`config.mk`:
```
export PLATFORM = sky130hd
export DESIGN_NAME = baud_divider
export DESIGN_NICKNAME = d
export VERILOG_FILES = /design/src/rtl/baud_divider.sv
export SDC_FILE = /design/constraint.sdc
export NUM_CORES = 1
export LEC_CHECK = 0
export CAP_MARGIN = 20
export CORE_ASPECT_RATIO = 1.25
export CORE_UTILIZATION = 64
export DETAILED_ROUTE_END_ITERATION = 6
export DONT_BUFFER_PORTS = 1
export PLACE_DENSITY = 0.87
export SYNTH_ARGS = -nofsm -noshare
export SYNTH_HDL_FRONTEND = slang
export SYNTH_SLANG_ARGS = --single-unit
```
`constraint.sdc`:
```
create_clock -name clk -period 5.9 [get_ports clk]
set_input_delay 0.59 -clock clk [delete_from_list [all_inputs] [get_ports clk]]
set_output_delay 0.59 -clock clk [all_outputs]
set_load 0.02 [all_outputs]
```
`src/rtl/baud_divider.sv`:
```
module baud_divider #(
  parameter int W = 16
) (
  input  logic         clk,
  input  logic         rst_n,
  input  logic         en,
  input  logic         wr_stb,
  input  logic [W-1:0] wdata,
  input  logic         rd_stb,
  output logic [W-1:0] rdata,
  output logic         tick
);

  logic [W-1:0] reload_q;
  logic [W-1:0] cnt_q;
  logic         en_q;
  logic         ph_q;
  logic         run;

  assign run   = en & en_q;
  assign rdata = rd_stb ? (run ? cnt_q : reload_q) : '0;

  always_ff @(posedge clk or negedge rst_n) begin
    if (!rst_n) reload_q <= '0;
    else if (wr_stb && !en) reload_q <= wdata;
  end

  always_ff @(posedge clk or negedge rst_n) begin
    if (!rst_n) begin
      en_q  <= 1'b0;
      ph_q  <= 1'b0;
      cnt_q <= '0;
      tick  <= 1'b0;
    end else begin
      en_q <= en;
      tick <= 1'b0;
      if (!en) begin
        ph_q <= 1'b0;
      end else if (!en_q) begin
        cnt_q <= reload_q;
        ph_q  <= 1'b0;
      end else begin
        ph_q <= ~ph_q;
        if (ph_q) begin
          if (cnt_q == '0) begin
            cnt_q <= reload_q;
            tick  <= 1'b1;
          end else begin
            cnt_q <= cnt_q - W'(1);
          end
        end
      end
    end
  end


  tick_width_chk: assert property (@(posedge clk) disable iff (!rst_n)
    tick |=> !tick);


  wr_lock_chk: assert property (@(posedge clk) disable iff (!rst_n)
    (wr_stb && en) |=> $stable(reload_q));


  tick_en_chk: assert property (@(posedge clk) disable iff (!rst_n)
    tick |-> $past(en));


  tick_reload_chk: assert property (@(posedge clk) disable iff (!rst_n)
    tick |-> (cnt_q == reload_q));


  cnt_dec_chk: assert property (@(posedge clk) disable iff (!rst_n)
    (run && ph_q && cnt_q != '0) |=> (cnt_q == $past(cnt_q) - W'(1)));

endmodule

```
==> results of run 1 <==
## synthesized netlist by cell type (all sizes together), types with 2 or more instances
| library cell | n | area [µm²] |
|---|---|---|
| nand2 | 41 | 153.9 |
| and4 | 3 | 27.53 |
| buf | 9 | 81.32 |
| nor2 | 7 | 26.28 |
| dfrtp | 35 | 875.8 |
| mux2i | 5 | 50.05 |
| and3 | 2 | 12.51 |
| o21ai | 4 | 20.02 |
| nor3b | 2 | 20.02 |
| nand3b | 2 | 15.01 |
| a22oi | 2 | 15.01 |
| mux2 | 16 | 180.2 |
| inv | 4 | 15.01 |
| nand4 | 6 | 37.54 |
| a21boi | 17 | 127.6 |
| or3 | 2 | 13.77 |
| a211o | 2 | 17.52 |
| a21oi | 6 | 37.54 |
| and2 | 2 | 12.51 |
| ha | 2 | 25.02 |
| or4 | 6 | 53.80 |
| nor3 | 9 | 45.04 |
| clkbuf | 9 | 43.79 |
| nand3 | 10 | 50.05 |
| o22ai | 2 | 12.51 |
| a2bb2oi | 5 | 43.79 |
| o211ai | 2 | 15.01 |
| nor4 | 5 | 31.28 |
## flip-flops by register name (all words and copies together), names as in the netlist
signal	cells
en_q	1
cnt_q	16
ph_q	1
tick	1
reload_q	16
## routing by layer
metal / global-route usage / share of wire / vias up / routed length [µm]
li1: - / - / 813 / -
met3: 0.08219 / 0.083 / 14 / 414
met4: 0.1474 / 0.025 / 0 / 123
met1: 0.3880 / 0.41 / 855 / 2028
met2: 0.4676 / 0.48 / 92 / 2415
met5: 0 / 0 / - / 0
## worst max-delay path, cell delays in order (launching register included)
cell and delay (ns):
dfrtp_1 0.58, and2_1 0.59, nand2_1 0.16, a21boi_0 0.57
## per-stage QoR
step	power, µW	util
2_1_floorplan	471.0	-
3_3_place_gp	487.0	0.6498
3_5_place_dp	496.1	0.6498
4_1_cts	696.7	0.6883
5_1_grt	731.2	0.6883
6_report	700.0	0.6883
## how the worst min path moves through the flow
stage                     slack [ns]  cells after the start         to
after CTS                       0.14                      1  cnt_q[15]
final                           0.12                      1       ph_q
after global placement          0.30                      0   cnt_q[3]
after detailed placement        0.30                      0   cnt_q[2]
after global routing            0.13                      1       tick
after floorplan                 0.29                      0   cnt_q[0]
## cell families (layout without fill, tap and decap cells)
kind of cell | Yosys count | in the layout | share of synthesized area
compound gates | 46 | 46 | 0.1658
simple gates | 102 | 102 | 0.2473
mux | 21 | 21 | 0.1063
buf+inv | 22 | 14 | 0.06470
fa+ha+maj | 2 | 2 | 0.01155
flops | 35 | 35 | 0.4044
## power breakdown
group | internal, µW | total [µW] | switching (µW)
logic | 66.8 | 159 | 92.2
registers | 283 | 344 | 60.1
clock network | 106 | 197 | 91.3
## area by class of cell
type	count	share of cell area
clock buffers	7	0.04343
clock inverters	1	0.003384
inverters	4	0.006768
multi-input cells	171	0.5183
flip-flops and latches	35	0.3948
well taps	37	0.02087
repair buffers	2	0.01241
## what timing repair did
action | in CTS | in global routing
buffers inserted | 0 | 0
hold buffers | 1 | 0
endpoints found under the hold margin | 35 | 0
endpoints found under the setup margin | 0 | 0
==> metrics.cfg, run 1 <==
[yosys]
synth_edf_count = 0
postSynthCellCount = 228
yosysUniqueCellTypes = 50
synth-seq-cells = 35
netlist_area_um2 = 2166
ys.warnings.count = 0
syn_nets = 251
synth_area_per_cell_um2 = 9.499
seq_area_frac_synth = 0.4044
synth-main-ff-cell = dfrtp_1
async_reset_ff_frac = 1.000

[placed_design]
dp_slack_ns = 3.301
numPortBuffers = 0
dp_hpwl_mm = 3.378
gp_congestion = 0.8880
dp_cells = 248
dpl_cell_area_um2 = 2095

[clock_network]
cts_tree = yes
h-tree-depth = 2
clk_latency_ns = 0.29
ctsRootBufferMaster = clkbuf_8
numClockSinks = 35
cts_resized = 0
cts_buffer_depth = 2
clk_pin_slew_ns = 0.08
cts_made_buffers = 5

[detailed_routing]
vias_per_cell = 6.903
route.vias.total = 1774
wl_mm = 4.982
ant_nets = 0
first_pass_iters = 4
wire_per_inst_um = 19.39
drc = 0
drtIter0Drc = 79

[worst_setup_path]
critPathKind = register to output port
critPathLaunch = en_q
r2r-start = cnt_q[5]
cp_max_fo = 16
critPathArrivalTime_ns = 2.20
r2r_cells = 4
start_kind = register
critPathRequiredTime_ns = 5.31
endpoint_kind = output port
reg2reg_to = cnt_q[15]
crit_end = rdata[11]
rrSetupSlack_ns = 3.27

[cells_and_area]
drive_gt1_frac = 0.1682
syn2layout_area_growth_pct = 2.426
layout_commonest_cell = nand2_1
final_cell_mix = nand2_1, dfrtp_1, a21boi_0, mux2_2, nand3_1
seq_area_um2 = 875.8
nNetsFinal = 242
multi_input_area_um2 = 1150
fin_area_um2 = 2218
fin_cells = 257
fillCellCount = 240
antenna_cells = 0

[timing]
finalSetupTns_ns = 0
hold_violations = 0
worstMarginPinSlew_ns = 0.9989
drv_slew = 0
fmax_mhz = 357.8
setup_ws_ns = 3.106
hold_slack_ns = 0.1214
fin_skew_ns = 0.007623
rsz0062_at_grt = no
fin_crit_sh = 0.4736
timing.final.crit_period_ns = 2.794
setup_viol = 0
relSlewSlack = 0.3280

[die]
coreArea_um2 = 3223
rows = 23
die_w_um = 54.03
die_height_um = 67.04
io_pins = 38
start_util = 0.6720
dieArea_um2 = 3622

[power]
leakagePower_uw = 0.0008961
vdd_drop_max_uv = 227.8
p_per_area_nw_per_um2 = 315.5

[job]
drv_cap = 0

[global_route]
grt.overflow.total = 0
antenna_found_initial = 0
grt_start_max_net_pins = 36
grt_usage = 0.3044
grt_pass1_vias = 1693
grt_pass1_wl_mm = 7.845

[run_status]
status = finished clean

[hold_path]
hold_path_class = input pin to asynchronous set/reset pin

No activity file was read; power rests on OpenSTA's default activity.
==> run 2: changes to the inputs <==
- CORE_UTILIZATION: 64 -> 57
- PLACE_DENSITY: 0.87 -> 0.82
- clock period: 5.9 -> 2.3 ns (I/O delays scaled with it)
==> metrics.cfg, run 2 (synthesis results as in run 1) <==
[timing]
setup_viol = 0  ; unchanged
fin_crit_sh = 0.9557
relSlewSlack = 0.5521  ; was 0.3280
fin_skew_ns = 0.005033  ; was 0.007623 ns
worstMarginPinSlew_ns = 0.6718  ; was 0.9989 ns
fmax_mhz = 455.0
finalSetupTns_ns = 0  ; unchanged
rsz0062_at_grt = no  ; unchanged
drv_slew = 0  ; unchanged
timing.final.crit_period_ns = 2.198
hold_violations = 0  ; unchanged
setup_ws_ns = 0.1020  ; was 3.106 ns

[placed_design]
dp_cells = 284  ; was 248
dp_hpwl_mm = 3.628  ; was 3.378 mm
gp_congestion = 0.9243  ; was 0.8880
dp_slack_ns = 0.08732  ; was 3.301 ns
numPortBuffers = 0  ; unchanged

[die]
dieArea_um2 = 4052  ; was 3622 µm²
rows = 24  ; was 23
coreArea_um2 = 3573  ; was 3223 µm²
start_util = 0.6061  ; was 0.6720
die_height_um = 70.92  ; was 67.04 µm
die_w_um = 57.14  ; was 54.03 µm
io_pins = 38  ; unchanged

[cells_and_area]
nNetsFinal = 279  ; was 242
multi_input_area_um2 = 1152  ; was 1150 µm²
reg_top3 = cnt_q x16, reload_q x16  ; unchanged
fillCellCount = 250  ; was 240
syn2layout_area_growth_pct = 15.54  ; was 2.426%
fin_cells = 296  ; was 257
drive_gt1_frac = 0.2763  ; was 0.1682
layout_commonest_cell = nand2_1  ; unchanged
seq_area_um2 = 875.8  ; unchanged
final_cell_mix = nand2_1, buf_4, dfrtp_1, a21boi_0, mux2_2  ; was nand2_1, dfrtp_1, a21boi_0, mux2_2, nand3_1
antenna_cells = 0  ; unchanged

[global_route]
grt_usage = 0.2954  ; was 0.3044
grt_pass1_wl_mm = 9.025  ; was 7.845 mm
grt_start_max_net_pins = 36  ; unchanged
grt.overflow.total = 0  ; unchanged
grt_pass1_vias = 1864  ; was 1693
antenna_found_initial = 0  ; unchanged

[clock_network]
clk_latency_ns = 0.29  ; about the same
ctsRootBufferMaster = clkbuf_8  ; unchanged
h-tree-depth = 2  ; unchanged
cts_buffer_depth = 2  ; unchanged
clk_pin_slew_ns = 0.07  ; was 0.08 ns
cts_made_buffers = 5  ; unchanged
cts_tree = yes  ; unchanged
numClockSinks = 35  ; unchanged

[job]
drv_cap = 0  ; unchanged

[detailed_routing]
wire_per_inst_um = 18.63  ; was 19.39 µm
drc = 4  ; was 0
route.vias.total = 1917  ; was 1774
ant_nets = 0  ; unchanged
wl_mm = 5.514  ; was 4.982 mm
first_pass_iters = 6  ; was 4
vias_per_cell = 6.476  ; was 6.903
drtIter0Drc = 142  ; was 79

[run_status]
status = finished, violations left  ; was finished clean
failed_checks = DRC

[power]
p_per_area_nw_per_um2 = 760.1  ; was 315.5 nW/µm²
leakagePower_uw = 0.001081  ; was 0.0008961 µW
vdd_drop_max_uv = 566.2  ; was 227.8 µV

[worst_setup_path]
critPathRequiredTime_ns = 2.07  ; was 5.31 ns
critPathKind = register to output port  ; unchanged
crit_chain = buf_4 > nand2_1 > nand2_1 > a21boi_0 > buf_4  ; was and2_1 > nand2_1 > a21boi_0
slowest_stage = nand2_1  ; was and2_1
critPathArrivalTime_ns = 1.97  ; was 2.20 ns
endpoint_kind = output port  ; unchanged
start_kind = register  ; unchanged
cp_max_fo = 17  ; was 16
rrSetupSlack_ns = 0.12  ; was 3.27 ns
critPathMaxStageDelay_ns = 0.48  ; was 0.59 ns

[hold_path]
hold_path_class = input pin to register  ; was input pin to asynchronous set/reset pin

==> run 2: changes by cell type in the layout (fill, tap and decap cells not counted), sizes merged <==
| cell | previous run | this run |
|---|---|---|
| buf | 2 | 37 |
| dlygate4sd3 | 0 | 2 |
| clkbuf | 7 | 8 |
| clkinvlp | 1 | 0 |
==> run 2: worst paths after layout <==
| check | start | endpoint | cells after the start |
|---|---|---|---|
| hold reg to reg | ph_q | ph_q | 1 |
| min in group asynchronous | rst_n | reload_q[1] | 2 |
| hold / removal | wdata[15] | reload_q[15] | 1 |
| setup reg to reg | cnt_q[6] | cnt_q[12] | 5 |
| max in group asynchronous | rst_n | reload_q[7] | 2 |
| setup / recovery | en_q | rdata[9] | 5 |
==> run 2: area by class of cell <==
type                       count  share of cell area
inverter                       4            0.006000
sequential                    35              0.3500
tap                           39             0.01950
timing repair buffer          39              0.1240
clock buffer                   8             0.04000
multi-input combinational    171              0.4605
==> run 2: power breakdown <==
group | total [µW] | internal, µW | switching, µW
Clock | 497 | 273 | 223
Sequential | 858 | 727 | 130
Combinational | 548 | 263 | 285
==> run 2: metrics by stage <==
stage / area, µm² / hold WS (ns) / util / total power, µW
4_1_cts: 2492 / 0.08366 / 0.6975 / 1889
3_3_place_gp: 2352 / -0.06481 / 0.6583 / 1353
2_1_floorplan: 2166 / -0.06559 / - / 1208
6_report: 2502 / 0.08486 / 0.7003 / 1902
5_1_grt: 2502 / 0.08123 / 0.7003 / 1994
3_5_place_dp: 2352 / -0.06473 / 0.6583 / 1374
==> run 2: what timing repair did <==
| item | 4_1_cts | 5_1_grt |
|---|---|---|
| hold buffers | 3 | 0 |
| buffers inserted | 0 | 1 |
| gates resized for setup | 0 | 1 |
| endpoints found under the setup margin | 0 | 1 |
| hold endpoints to repair | 36 | 0 |
==> run 2: worst max-delay path: cells and delay by family, from the launching register on <==
| kind | cells | cell delay [ns] |
|---|---|---|
| AOI/OAI and AO/OA | 1 | 0.27 |
| buffers and inverters | 2 | 0.38 |
| DFF | 1 | 0.42 |
| and+or+nand+nor | 2 | 0.60 |
==> run 2: per-layer routing <==
layer | wire, µm | GRT usage | vias to the layer above
met2 | 2715 | 0.4784 | 92
li1 | - | - | 889
met5 | 0 | 0 | -
met3 | 385 | 0.05850 | 19
met1 | 2237 | 0.3786 | 917
met4 | 175 | 0.1409 | 0
